==> src/rtl/gpio_port_pkg.sv <==
`timescale 1ns/1ps
package gpio_port_pkg;

    // Register selected by the decoded bus offset
    typedef enum logic [2:0] {
        SEL_INPUT,
        SEL_OUTDATA,
        SEL_DIRECTION,
        SEL_POLARITY,
        SEL_MASK,
        SEL_STATUS,
        SEL_PINEN,
        SEL_NONE
    } reg_sel_e;

    // Byte offsets seen by software
    localparam logic [7:0] OFS_INPUT     = 8'h00;
    localparam logic [7:0] OFS_OUTDATA   = 8'h04;
    localparam logic [7:0] OFS_DIRECTION = 8'h08;
    localparam logic [7:0] OFS_POLARITY  = 8'h0C;
    localparam logic [7:0] OFS_MASK      = 8'h10;
    localparam logic [7:0] OFS_STATUS    = 8'h14;
    localparam logic [7:0] OFS_PINEN     = 8'h18;

endpackage

==> src/rtl/gpio_sync.sv <==
`timescale 1ns/1ps
module gpio_sync #(
    parameter int WIDTH = 16
) (
    input  logic             clk,
    input  logic             rst_n,
    input  logic [WIDTH-1:0] async_i,
    output logic [WIDTH-1:0] sync_o
);

    logic [WIDTH-1:0] stage1_q;
    logic [WIDTH-1:0] stage2_q;

    always_ff @(posedge clk or negedge rst_n) begin
        if (!rst_n) begin
            stage1_q <= '0;
            stage2_q <= '0;
        end else begin
            stage1_q <= async_i;
            stage2_q <= stage1_q;
        end
    end

    assign sync_o = stage2_q;

endmodule

==> src/rtl/gpio_edge_detect.sv <==
`timescale 1ns/1ps
module gpio_edge_detect #(
    parameter int WIDTH = 16
) (
    input  logic             clk,
    input  logic             rst_n,
    input  logic [WIDTH-1:0] level_i,
    input  logic [WIDTH-1:0] polarity_i,
    input  logic [WIDTH-1:0] is_input_i,
    input  logic [WIDTH-1:0] blocked_i,
    output logic [WIDTH-1:0] event_o
);

    logic [WIDTH-1:0] last_q;

    always_ff @(posedge clk or negedge rst_n) begin
        if (!rst_n) begin
            last_q <= '0;
        end else begin
            last_q <= level_i;
        end
    end

    for (genvar i = 0; i < WIDTH; i++) begin : g_pin
        logic went_up;
        logic went_down;
        logic chosen;
        assign went_up   = level_i[i] & ~last_q[i];
        assign went_down = ~level_i[i] & last_q[i];
        assign chosen    = polarity_i[i] ? went_up : went_down;
        assign event_o[i] = chosen & is_input_i[i] & ~blocked_i[i];
    end

endmodule

==> src/rtl/gpio_irq_status.sv <==
`timescale 1ns/1ps
module gpio_irq_status #(
    parameter int WIDTH = 16
) (
    input  logic             clk,
    input  logic             rst_n,
    input  logic [WIDTH-1:0] event_i,
    input  logic [WIDTH-1:0] clear_i,
    output logic [WIDTH-1:0] status_o,
    output logic             irq_o
);

    logic [WIDTH-1:0] status_q;

    // A new event wins over a clear of the same bit
    always_ff @(posedge clk or negedge rst_n) begin
        if (!rst_n) begin
            status_q <= '0;
        end else begin
            status_q <= (status_q & ~clear_i) | event_i;
        end
    end

    assign status_o = status_q;
    assign irq_o    = |status_q;

endmodule

==> src/rtl/gpio_regfile.sv <==
`timescale 1ns/1ps
module gpio_regfile
    import gpio_port_pkg::*;
#(
    parameter int WIDTH  = 16,
    parameter int ADDR_W = 8
) (
    input  logic              clk,
    input  logic              rst_n,
    input  logic              bus_sel,
    input  logic              bus_wr,
    input  logic [ADDR_W-1:0] bus_addr,
    input  logic [WIDTH-1:0]  bus_wdata,
    output logic [WIDTH-1:0]  bus_rdata,
    input  logic [WIDTH-1:0]  level_i,
    input  logic [WIDTH-1:0]  status_i,
    output logic [WIDTH-1:0]  outdata_o,
    output logic [WIDTH-1:0]  direction_o,
    output logic [WIDTH-1:0]  polarity_o,
    output logic [WIDTH-1:0]  mask_o,
    output logic [WIDTH-1:0]  clear_o
);

    localparam logic [WIDTH-1:0] ALL_ONES = '1;

    reg_sel_e         sel;
    logic             wr_act;
    logic             rd_act;
    logic [WIDTH-1:0] outdata_q;
    logic [WIDTH-1:0] direction_q;
    logic [WIDTH-1:0] polarity_q;
    logic [WIDTH-1:0] mask_q;
    logic [WIDTH-1:0] pinen_q;
    logic [WIDTH-1:0] rd_val;

    function automatic reg_sel_e decode(input logic [ADDR_W-1:0] a);
        if      (a == ADDR_W'(OFS_INPUT))     return SEL_INPUT;
        else if (a == ADDR_W'(OFS_OUTDATA))   return SEL_OUTDATA;
        else if (a == ADDR_W'(OFS_DIRECTION)) return SEL_DIRECTION;
        else if (a == ADDR_W'(OFS_POLARITY))  return SEL_POLARITY;
        else if (a == ADDR_W'(OFS_MASK))      return SEL_MASK;
        else if (a == ADDR_W'(OFS_STATUS))    return SEL_STATUS;
        else if (a == ADDR_W'(OFS_PINEN))     return SEL_PINEN;
        else                                  return SEL_NONE;
    endfunction

    assign sel    = decode(bus_addr);
    assign wr_act = bus_sel & bus_wr;
    assign rd_act = bus_sel & ~bus_wr;

    always_ff @(posedge clk or negedge rst_n) begin
        if (!rst_n) begin
            outdata_q   <= ALL_ONES;
            direction_q <= ALL_ONES;
            polarity_q  <= ALL_ONES;
            mask_q      <= ALL_ONES;
            pinen_q     <= ALL_ONES;
        end else if (wr_act) begin
            unique case (sel)
                SEL_OUTDATA:   outdata_q   <= bus_wdata;
                SEL_DIRECTION: direction_q <= bus_wdata;
                SEL_POLARITY:  polarity_q  <= bus_wdata;
                SEL_MASK:      mask_q      <= bus_wdata;
                SEL_PINEN:     pinen_q     <= bus_wdata;
                SEL_INPUT, SEL_STATUS, SEL_NONE: ;
            endcase
        end
    end

    assign clear_o = (wr_act && sel == SEL_STATUS) ? bus_wdata : '0;

    always_comb begin
        unique case (sel)
            SEL_INPUT:     rd_val = level_i & pinen_q;
            SEL_OUTDATA:   rd_val = outdata_q;
            SEL_DIRECTION: rd_val = direction_q;
            SEL_POLARITY:  rd_val = polarity_q;
            SEL_MASK:      rd_val = mask_q;
            SEL_STATUS:    rd_val = status_i;
            SEL_PINEN:     rd_val = pinen_q;
            SEL_NONE:      rd_val = '0;
        endcase
    end

    assign bus_rdata   = rd_act ? rd_val : '0;
    assign outdata_o   = outdata_q;
    assign direction_o = direction_q;
    assign polarity_o  = polarity_q;
    assign mask_o      = mask_q;

endmodule

==> src/rtl/gpio_edge_port.sv <==
`timescale 1ns/1ps
module gpio_edge_port #(
    parameter int PIN_W  = 16,
    parameter int ADDR_W = 8
) (
    input  logic              clk,
    input  logic              rst_n,
    input  logic [PIN_W-1:0]  pad_in,
    output logic [PIN_W-1:0]  pad_out,
    output logic [PIN_W-1:0]  pad_oe,
    input  logic              bus_sel,
    input  logic              bus_wr,
    input  logic [ADDR_W-1:0] bus_addr,
    input  logic [PIN_W-1:0]  bus_wdata,
    output logic [PIN_W-1:0]  bus_rdata,
    output logic              irq
);

    logic [PIN_W-1:0] sync_q;
    logic [PIN_W-1:0] outdata_q;
    logic [PIN_W-1:0] dir_q;
    logic [PIN_W-1:0] edge_q;
    logic [PIN_W-1:0] mask_q;
    logic [PIN_W-1:0] clear_w;
    logic [PIN_W-1:0] event_w;
    logic [PIN_W-1:0] stat_q;

    gpio_sync #(.WIDTH(PIN_W)) u_sync (
        .clk     (clk),
        .rst_n   (rst_n),
        .async_i (pad_in),
        .sync_o  (sync_q)
    );

    gpio_regfile #(.WIDTH(PIN_W), .ADDR_W(ADDR_W)) u_regs (
        .clk         (clk),
        .rst_n       (rst_n),
        .bus_sel     (bus_sel),
        .bus_wr      (bus_wr),
        .bus_addr    (bus_addr),
        .bus_wdata   (bus_wdata),
        .bus_rdata   (bus_rdata),
        .level_i     (sync_q),
        .status_i    (stat_q),
        .outdata_o   (outdata_q),
        .direction_o (dir_q),
        .polarity_o  (edge_q),
        .mask_o      (mask_q),
        .clear_o     (clear_w)
    );

    gpio_edge_detect #(.WIDTH(PIN_W)) u_edge (
        .clk        (clk),
        .rst_n      (rst_n),
        .level_i    (sync_q),
        .polarity_i (edge_q),
        .is_input_i (dir_q),
        .blocked_i  (mask_q),
        .event_o    (event_w)
    );

    gpio_irq_status #(.WIDTH(PIN_W)) u_stat (
        .clk      (clk),
        .rst_n    (rst_n),
        .event_i  (event_w),
        .clear_i  (clear_w),
        .status_o (stat_q),
        .irq_o    (irq)
    );

    // Direction 0 = output: drive the pad only there
    assign pad_oe  = ~dir_q;
    assign pad_out = outdata_q & ~dir_q;

endmodule

==> config.mk <==
export PLATFORM = sky130hd
export DESIGN_NAME = gpio_edge_port
export DESIGN_NICKNAME = d
export VERILOG_FILES = /design/src/rtl/gpio_port_pkg.sv /design/src/rtl/gpio_sync.sv /design/src/rtl/gpio_edge_detect.sv /design/src/rtl/gpio_irq_status.sv /design/src/rtl/gpio_regfile.sv /design/src/rtl/gpio_edge_port.sv
export SDC_FILE = /design/constraint.sdc
export NUM_CORES = 1
export LEC_CHECK = 0
export BUFFER_PORTS_ARGS = -buffer_cell sky130_fd_sc_hd__buf_2
export CORE_ASPECT_RATIO = 0.9
export CORE_UTILIZATION = 42
export CTS_CLUSTER_SIZE = 14
export DETAILED_ROUTE_END_ITERATION = 7
export HOLD_SLACK_MARGIN = 0.1
export MAX_ROUTING_LAYER = met4
export PLACE_DENSITY = 0.74
export SYNTH_ARGS = -nofsm -noshare
export SYNTH_HDL_FRONTEND = slang
export SYNTH_SLANG_ARGS = --single-unit
==> constraint.sdc <==
create_clock -name clk -period 3.9 [get_ports clk]
set_input_delay 0 -clock clk [delete_from_list [all_inputs] [get_ports clk]]
set_output_delay 0 -clock clk [all_outputs]
set_load 0.005 [all_outputs]
; ---- After elaboration in Yosys (flattened, before gate mapping)
; Index checks and enable logic that the tools add are counted.
[word_totals]
mem_bits_rw = 0
output_inout_bits = 49
elab_cells = 178
regBits = 144
input_bits = 44
latchBits = 0
mem_bits_ro = 0
mem_count = 0
[op_classes]
n_reduce_logical = 9
bitwise_logic = 121
order_cmp = 0
mux = 26
multipliers = 0
shifts = 0
add_sub_neg = 0
n_div = 0
n_eq_ne = 13
[op_table]
columns = cell, count
row1 = 16-bit one-hot mux with 8 select lines, 1
row2 = 1-bit AND, 66
row3 = 1-bit inverter, 49
row4 = 16-bit AND, 3
row5 = 16-bit 2-to-1 mux, 2
row6 = 16-bit inverter, 2
row7 = "8-bit by 5-bit == test with 1-bit output, second input constant", 3
row8 = 3-bit 2-to-1 mux, 6
row9 = 1-bit 2-to-1 mux, 17
row10 = "8-bit by 4-bit == test with 1-bit output, second input constant", 2
row11 = 16-bit bitwise OR, 1
row12 = 16-bit OR reduction, 1
row13 = "3-bit == test, second input constant", 4
row14 = 2-bit AND reduction, 5
row15 = "8-bit by 3-bit == test with 1-bit output, second input constant", 1
row16 = 8-bit logical NOT, 1
row17 = "3-bit by 2-bit == test with 1-bit output, second input constant", 2
row18 = "3-bit by 1-bit == test with 1-bit output, second input constant", 1
row19 = 3-bit logical NOT, 1
row20 = 1-bit logical AND, 1

; ---- Longest topological paths before layout
[logic_depth]
ltp_word = 14
depth_mapped = 7
depth_no_buf = 4

; ---- By module
; A second synthesis with hierarchy kept.
[unflattened]
hier_cells = 568
area_unflattened_um2 = 6845.3
[by_module_without_submodules]
columns = module, cells_each, n_inst, area_per_inst_um2
row1 = gpio_regfile, 371, 1, 4430.5
row2 = gpio_edge_detect, 80, 1, 840.8
row3 = gpio_sync, 32, 1, 800.8
row4 = gpio_irq_status, 53, 1, 613.1
row5 = gpio_edge_port, 32, 1, 160.2

; ---- Worst setup path after synthesis
; OpenSTA, ideal clock, no wires.
[synth_path]
kind = input -> register
from = in bus_addr[2]
to = reg u_regs.direction_q[10] (netlist: u_regs.direction_o[10])
t_arrival_ps = 1420
setup_ps = 82
path_stages = 6
required_ps = 3818
path_slack_ps = 2397
n_path_buf = 3
path_cell_list = buf_6 or4b_4 buf_6 nor2_8 buf_6 mux2_2
[synth_between]
elab_chain_cells = 10
[synth_lines]
columns = element, line
row1 = start: declaration, gpio_edge_port.sv:13  ; input logic [ADDR_W-1:0] bus_addr,
row2 = 8-bit by 5-bit == test with 1-bit output, gpio_regfile.sv:43  ; else if (a == ADDR_W'(OFS_PINEN)) return SEL_PINEN;
row3 = 1-bit 2-to-1 mux, gpio_regfile.sv:43
row4 = 3-bit 2-to-1 mux, gpio_regfile.sv:42  ; else if (a == ADDR_W'(OFS_STATUS)) return SEL_STATUS;
row5 = 3-bit 2-to-1 mux, gpio_regfile.sv:41  ; else if (a == ADDR_W'(OFS_MASK)) return SEL_MASK;
row6 = 3-bit 2-to-1 mux, gpio_regfile.sv:40  ; else if (a == ADDR_W'(OFS_POLARITY)) return SEL_POLARITY;
row7 = 3-bit 2-to-1 mux, gpio_regfile.sv:39  ; else if (a == ADDR_W'(OFS_DIRECTION)) return SEL_DIRECTION;
row8 = 3-bit 2-to-1 mux, gpio_regfile.sv:38  ; else if (a == ADDR_W'(OFS_OUTDATA)) return SEL_OUTDATA;
row9 = 3-bit 2-to-1 mux *, gpio_regfile.sv:37  ; if (a == ADDR_W'(OFS_INPUT)) return SEL_INPUT;
row10 = 3-bit by 2-bit == test with 1-bit output *, gpio_regfile.sv:59  ; unique case (sel)
row11 = 2-bit AND reduction (no source line) *, --
row12 = end signal: assignment, gpio_regfile.sv:61  ; SEL_DIRECTION: direction_q <= bus_wdata;
row13 = end: declaration, gpio_regfile.sv:30  ; logic [WIDTH-1:0] direction_q;
; Every way passes the cells marked *; elsewhere a longest branch is shown, timed or not.
; A chain may end at the register's enable or synchronous reset.

; ---- Worst setup path in the final report
[layout_path]
from = in bus_addr[4]
to = out bus_rdata[13]
[layout_between]
elab_chain_cells = 11
[layout_lines]
columns = element, line
row1 = 8-bit by 5-bit == test with 1-bit output, gpio_regfile.sv:43
row2 = 1-bit 2-to-1 mux, gpio_regfile.sv:43
row3 = 3-bit 2-to-1 mux, gpio_regfile.sv:42
row4 = 3-bit 2-to-1 mux, gpio_regfile.sv:41
row5 = 3-bit 2-to-1 mux, gpio_regfile.sv:40
row6 = 3-bit 2-to-1 mux, gpio_regfile.sv:39
row7 = 3-bit 2-to-1 mux, gpio_regfile.sv:38
row8 = 3-bit 2-to-1 mux *, gpio_regfile.sv:37
row9 = "3-bit == test, or another cell as far along", gpio_regfile.sv:73  ; unique case (sel)
row10 = 16-bit one-hot mux with 8 select lines *, gpio_regfile.sv:73
row11 = 16-bit 2-to-1 mux *, gpio_regfile.sv:85  ; assign bus_rdata = rd_act ? rd_val : '0;
row12 = end: declaration, gpio_edge_port.sv:15  ; output logic [PIN_W-1:0] bus_rdata,
; Marked as above.

==> impl_metrics.env <==
export IMPL_outcome="finished, final reports clean"
export IMPL_core_mm2=0.0154
export IMPL_grt_first_pass_wirelength_um=26900
export IMPL_r2r_end="u_stat.status_o[9]$_DFF_PN0_"
export IMPL_ys_seq_area_share_pct=56.1
export IMPL_die_width_um=134
export IMPL_path_max_fanout=21
export IMPL_syn_area_mm2=0.00661
export IMPL_nets=693
export IMPL_cts_tree="done"
export IMPL_clkTransAtPathRegs_ps=60
export IMPL_drv_slew=0
export IMPL_drcViolationCount=0
export IMPL_max_cap_viol_count=0
export IMPL_hold_depth=2
export IMPL_yosysUniqueCellTypes=51
export IMPL_layout_drive_gt1_share_pct=47.1
export IMPL_critPathBufInv=4
export IMPL_start_util_pct=42.9
export IMPL_yosys_area_top_type="dfstp_2"
export IMPL_clockBufferDepth=2
export IMPL_syn_to_final_growth_pct=23.8
export IMPL_gr_total_overflow=0
export IMPL_reg2reg_depth=3
export IMPL_dieArea_mm2=0.0162
export IMPL_post_cts_setup_buffers=0
export IMPL_ys_ff_latch=144
export IMPL_cts_buffers=17
export IMPL_cts_resized=0
export IMPL_worstPathCellList="buf_2 > inv_1 > nor3_1 > buf_4 > o21ai_0 > a31oi_1 > buf_2"
export IMPL_drtIter0Drc=507
export IMPL_slowest_delay_ps=820
export IMPL_fill_cells=1328
export IMPL_cp_end_kind="primary output"
export IMPL_holdBufCountCts=33
export IMPL_rows=43
export IMPL_peakVddDrop_v=0.000326
export IMPL_worst_ep_arrival_time_ps=2600
export IMPL_timing_rr_start="u_regs.polarity_o[9]$_DFFE_PN1P_"
export IMPL_register_area_mm2=0.00370
export IMPL_critPathKind="in -> out"
export IMPL_synth_area_leaders="dfstp_2 32%, dfrtp_1 24%, mux2_2 14%"
export IMPL_maxSlewHeadroom_pct=30.7
export IMPL_worst_setup_path_start_kind="input port"
export IMPL_gp_congestion=0.875
export IMPL_die_y_um=121
export IMPL_grt_usage_pct=22.8
export IMPL_p_per_area_mw_per_mm2=440
export IMPL_skew_ps=5.15
export IMPL_required_ps=3900
export IMPL_p_leak_nw=3.50
export IMPL_antenna_found_initial=0
export IMPL_drt_first_pass_iters=7
export IMPL_syn_nets=564
export IMPL_clk_latency_ps=430
export IMPL_tightest_slew_ps=1040
export IMPL_clock_root_buffer="clkbuf_16"
export IMPL_cp_slowest_cell="nor3_1"
export IMPL_avgSynthCellArea_um2=12.7
export IMPL_grt_pass1_vias=4959
export IMPL_dp_hpwl_um=10900
export IMPL_drt_wirelength_per_cell_um=19.6
export IMPL_io_buffers=92
export IMPL_final_cell_area_mm2=0.00818
export IMPL_yosys_area_top_type_share_pct=31.8
export IMPL_dpl_cell_area_mm2=0.00724
export IMPL_vias_per_cell=5.65
export IMPL_min_path_type="in -> reg"
export IMPL_max_freq_ghz=0.385
export IMPL_grt_max_degree=118
export IMPL_synth_cells=520
export IMPL_worst_path_most_repeated_cell="buf_2"
export IMPL_async_flop_share_pct=100
export IMPL_synth_edf_count=0
export IMPL_antenna_cells=0
export IMPL_yosys_warnings=0
export IMPL_ioPinCount=93
export IMPL_vias=4885
export IMPL_wl_um=16900
export IMPL_multi_input_area_mm2=0.00264
export IMPL_min_period_ps=2600
export IMPL_rsz0062_at_grt="no"
export IMPL_reg2reg_slack_ps=2790
export IMPL_h_tree_depth=4
export IMPL_hold_path_startpoint="pad_in[5]"
export IMPL_cts_sinks=144
export IMPL_setup_violations=0
export IMPL_tns_ps=0
export IMPL_synth_flop_cell="dfstp_2"
export IMPL_timing_final_crit_share_pct=66.6
export IMPL_path_delay_family="buffers and inverters"
export IMPL_hold_viol=0
export IMPL_ant_nets=0
export IMPL_hold_end="u_sync.stage1_q[5]$_DFF_PN0_"
==> stage by stage <==
stage | total power [mW] | std cells | hold slack, ps | utilization (%) | worst slack, ps
3_5_place_dp | 1.91 | 799 | 109 | 47.1 | 1330
3_3_place_gp | 1.90 | 799 | 108 | 47.1 | 1510
5_1_grt | 3.71 | 864 | 214 | 53.2 | 1240
6_report | 3.60 | 864 | 205 | 53.2 | 1300
2_1_floorplan | 1.78 | 520 | -296 | - | 2400
4_1_cts | 3.62 | 864 | 198 | 53.2 | 1430
==> kinds of logic (layout without fill, tap and decap cells) <==
group	after synthesis	in the layout	share of synthesized area, %
buffers and inverters	56	198	4.03
multiplexers	102	102	17.8
AO/OA/AOI/OAI	93	93	9.91
flip-flops	144	144	56.1
AND/OR/NAND/NOR	124	124	12.0
XOR/XNOR	1	1	0.133
==> synth_stat cells (10+ instances only) <==
| library cell | number |
|---|---|
| dfstp_2 | 80 |
| mux2_2 | 80 |
| dfrtp_1 | 64 |
| inv_1 | 34 |
| nand2_1 | 32 |
| o21ai_0 | 25 |
| a32o_1 | 22 |
| a22oi_1 | 18 |
| nand2b_1 | 16 |
| nor2b_1 | 16 |
| a31oi_1 | 15 |
| nand3b_1 | 15 |
| and3_1 | 10 |
| mux2_4 | 10 |
| nor2_1 | 10 |
==> worst register-to-register path, stage by stage (launching register included) <==
cell and delay, ps:
dfstp_2 550, nand2b_1 110, o21ai_0 80, a32o_1 260
==> layout by cell type (no fill, tap or decap), types with 17 or more instances in the layout <==
cell type	n
nand2_1	32
buf_2	91
inv_1	34
mux2_2	80
dfstp_2	80
o21ai_0	25
dlygate4sd3_1	33
a22oi_1	18
dfrtp_1	64
a32o_1	22
clkbuf_16	17
==> routing by layer <==
layer	vias to the layer above	GRT usage, %	part of all wire (%)
met2	214	34.2	47
met4	0	10.8	2.9
met3	57	5.22	6.9
met1	2475	29.3	44
met5	-	-	0
li1	2139	-	-
==> power by group <==
part | switching (mW) | internal [mW]
registers | 0.0699 | 1.59
clock network | 0.625 | 1.06
logic | 0.128 | 0.125
total | 0.823 | 2.77
==> final cells by class <==
| type | count | share of cell area (%) |
|---|---|---|
| multi-input cells | 320 | 32.2 |
| repair buffers | 131 | 10.3 |
| clock buffers | 23 | 5.84 |
| clock inverters | 9 | 1.62 |
| inverters | 35 | 1.67 |
| flip-flops and latches | 144 | 45.3 |
| well taps | 202 | 3.09 |
==> worst max-delay path by stage <==
stage	from	to	depth (start not counted)
6_report	bus_addr[4]	bus_rdata[13]	7
5_1_grt	bus_addr[4]	bus_rdata[7]	7
4_1_cts	bus_addr[4]	bus_rdata[13]	7
3_5_place_dp	bus_addr[4]	u_regs.polarity_o[13]$_DFFE_PN1P_	6
3_3_place_gp	bus_addr[4]	u_regs.polarity_o[9]$_DFFE_PN1P_	6
2_1_floorplan	bus_addr[2]	u_regs.direction_o[10]$_DFFE_PN1P_	6
(Power assumes the default switching activity.)
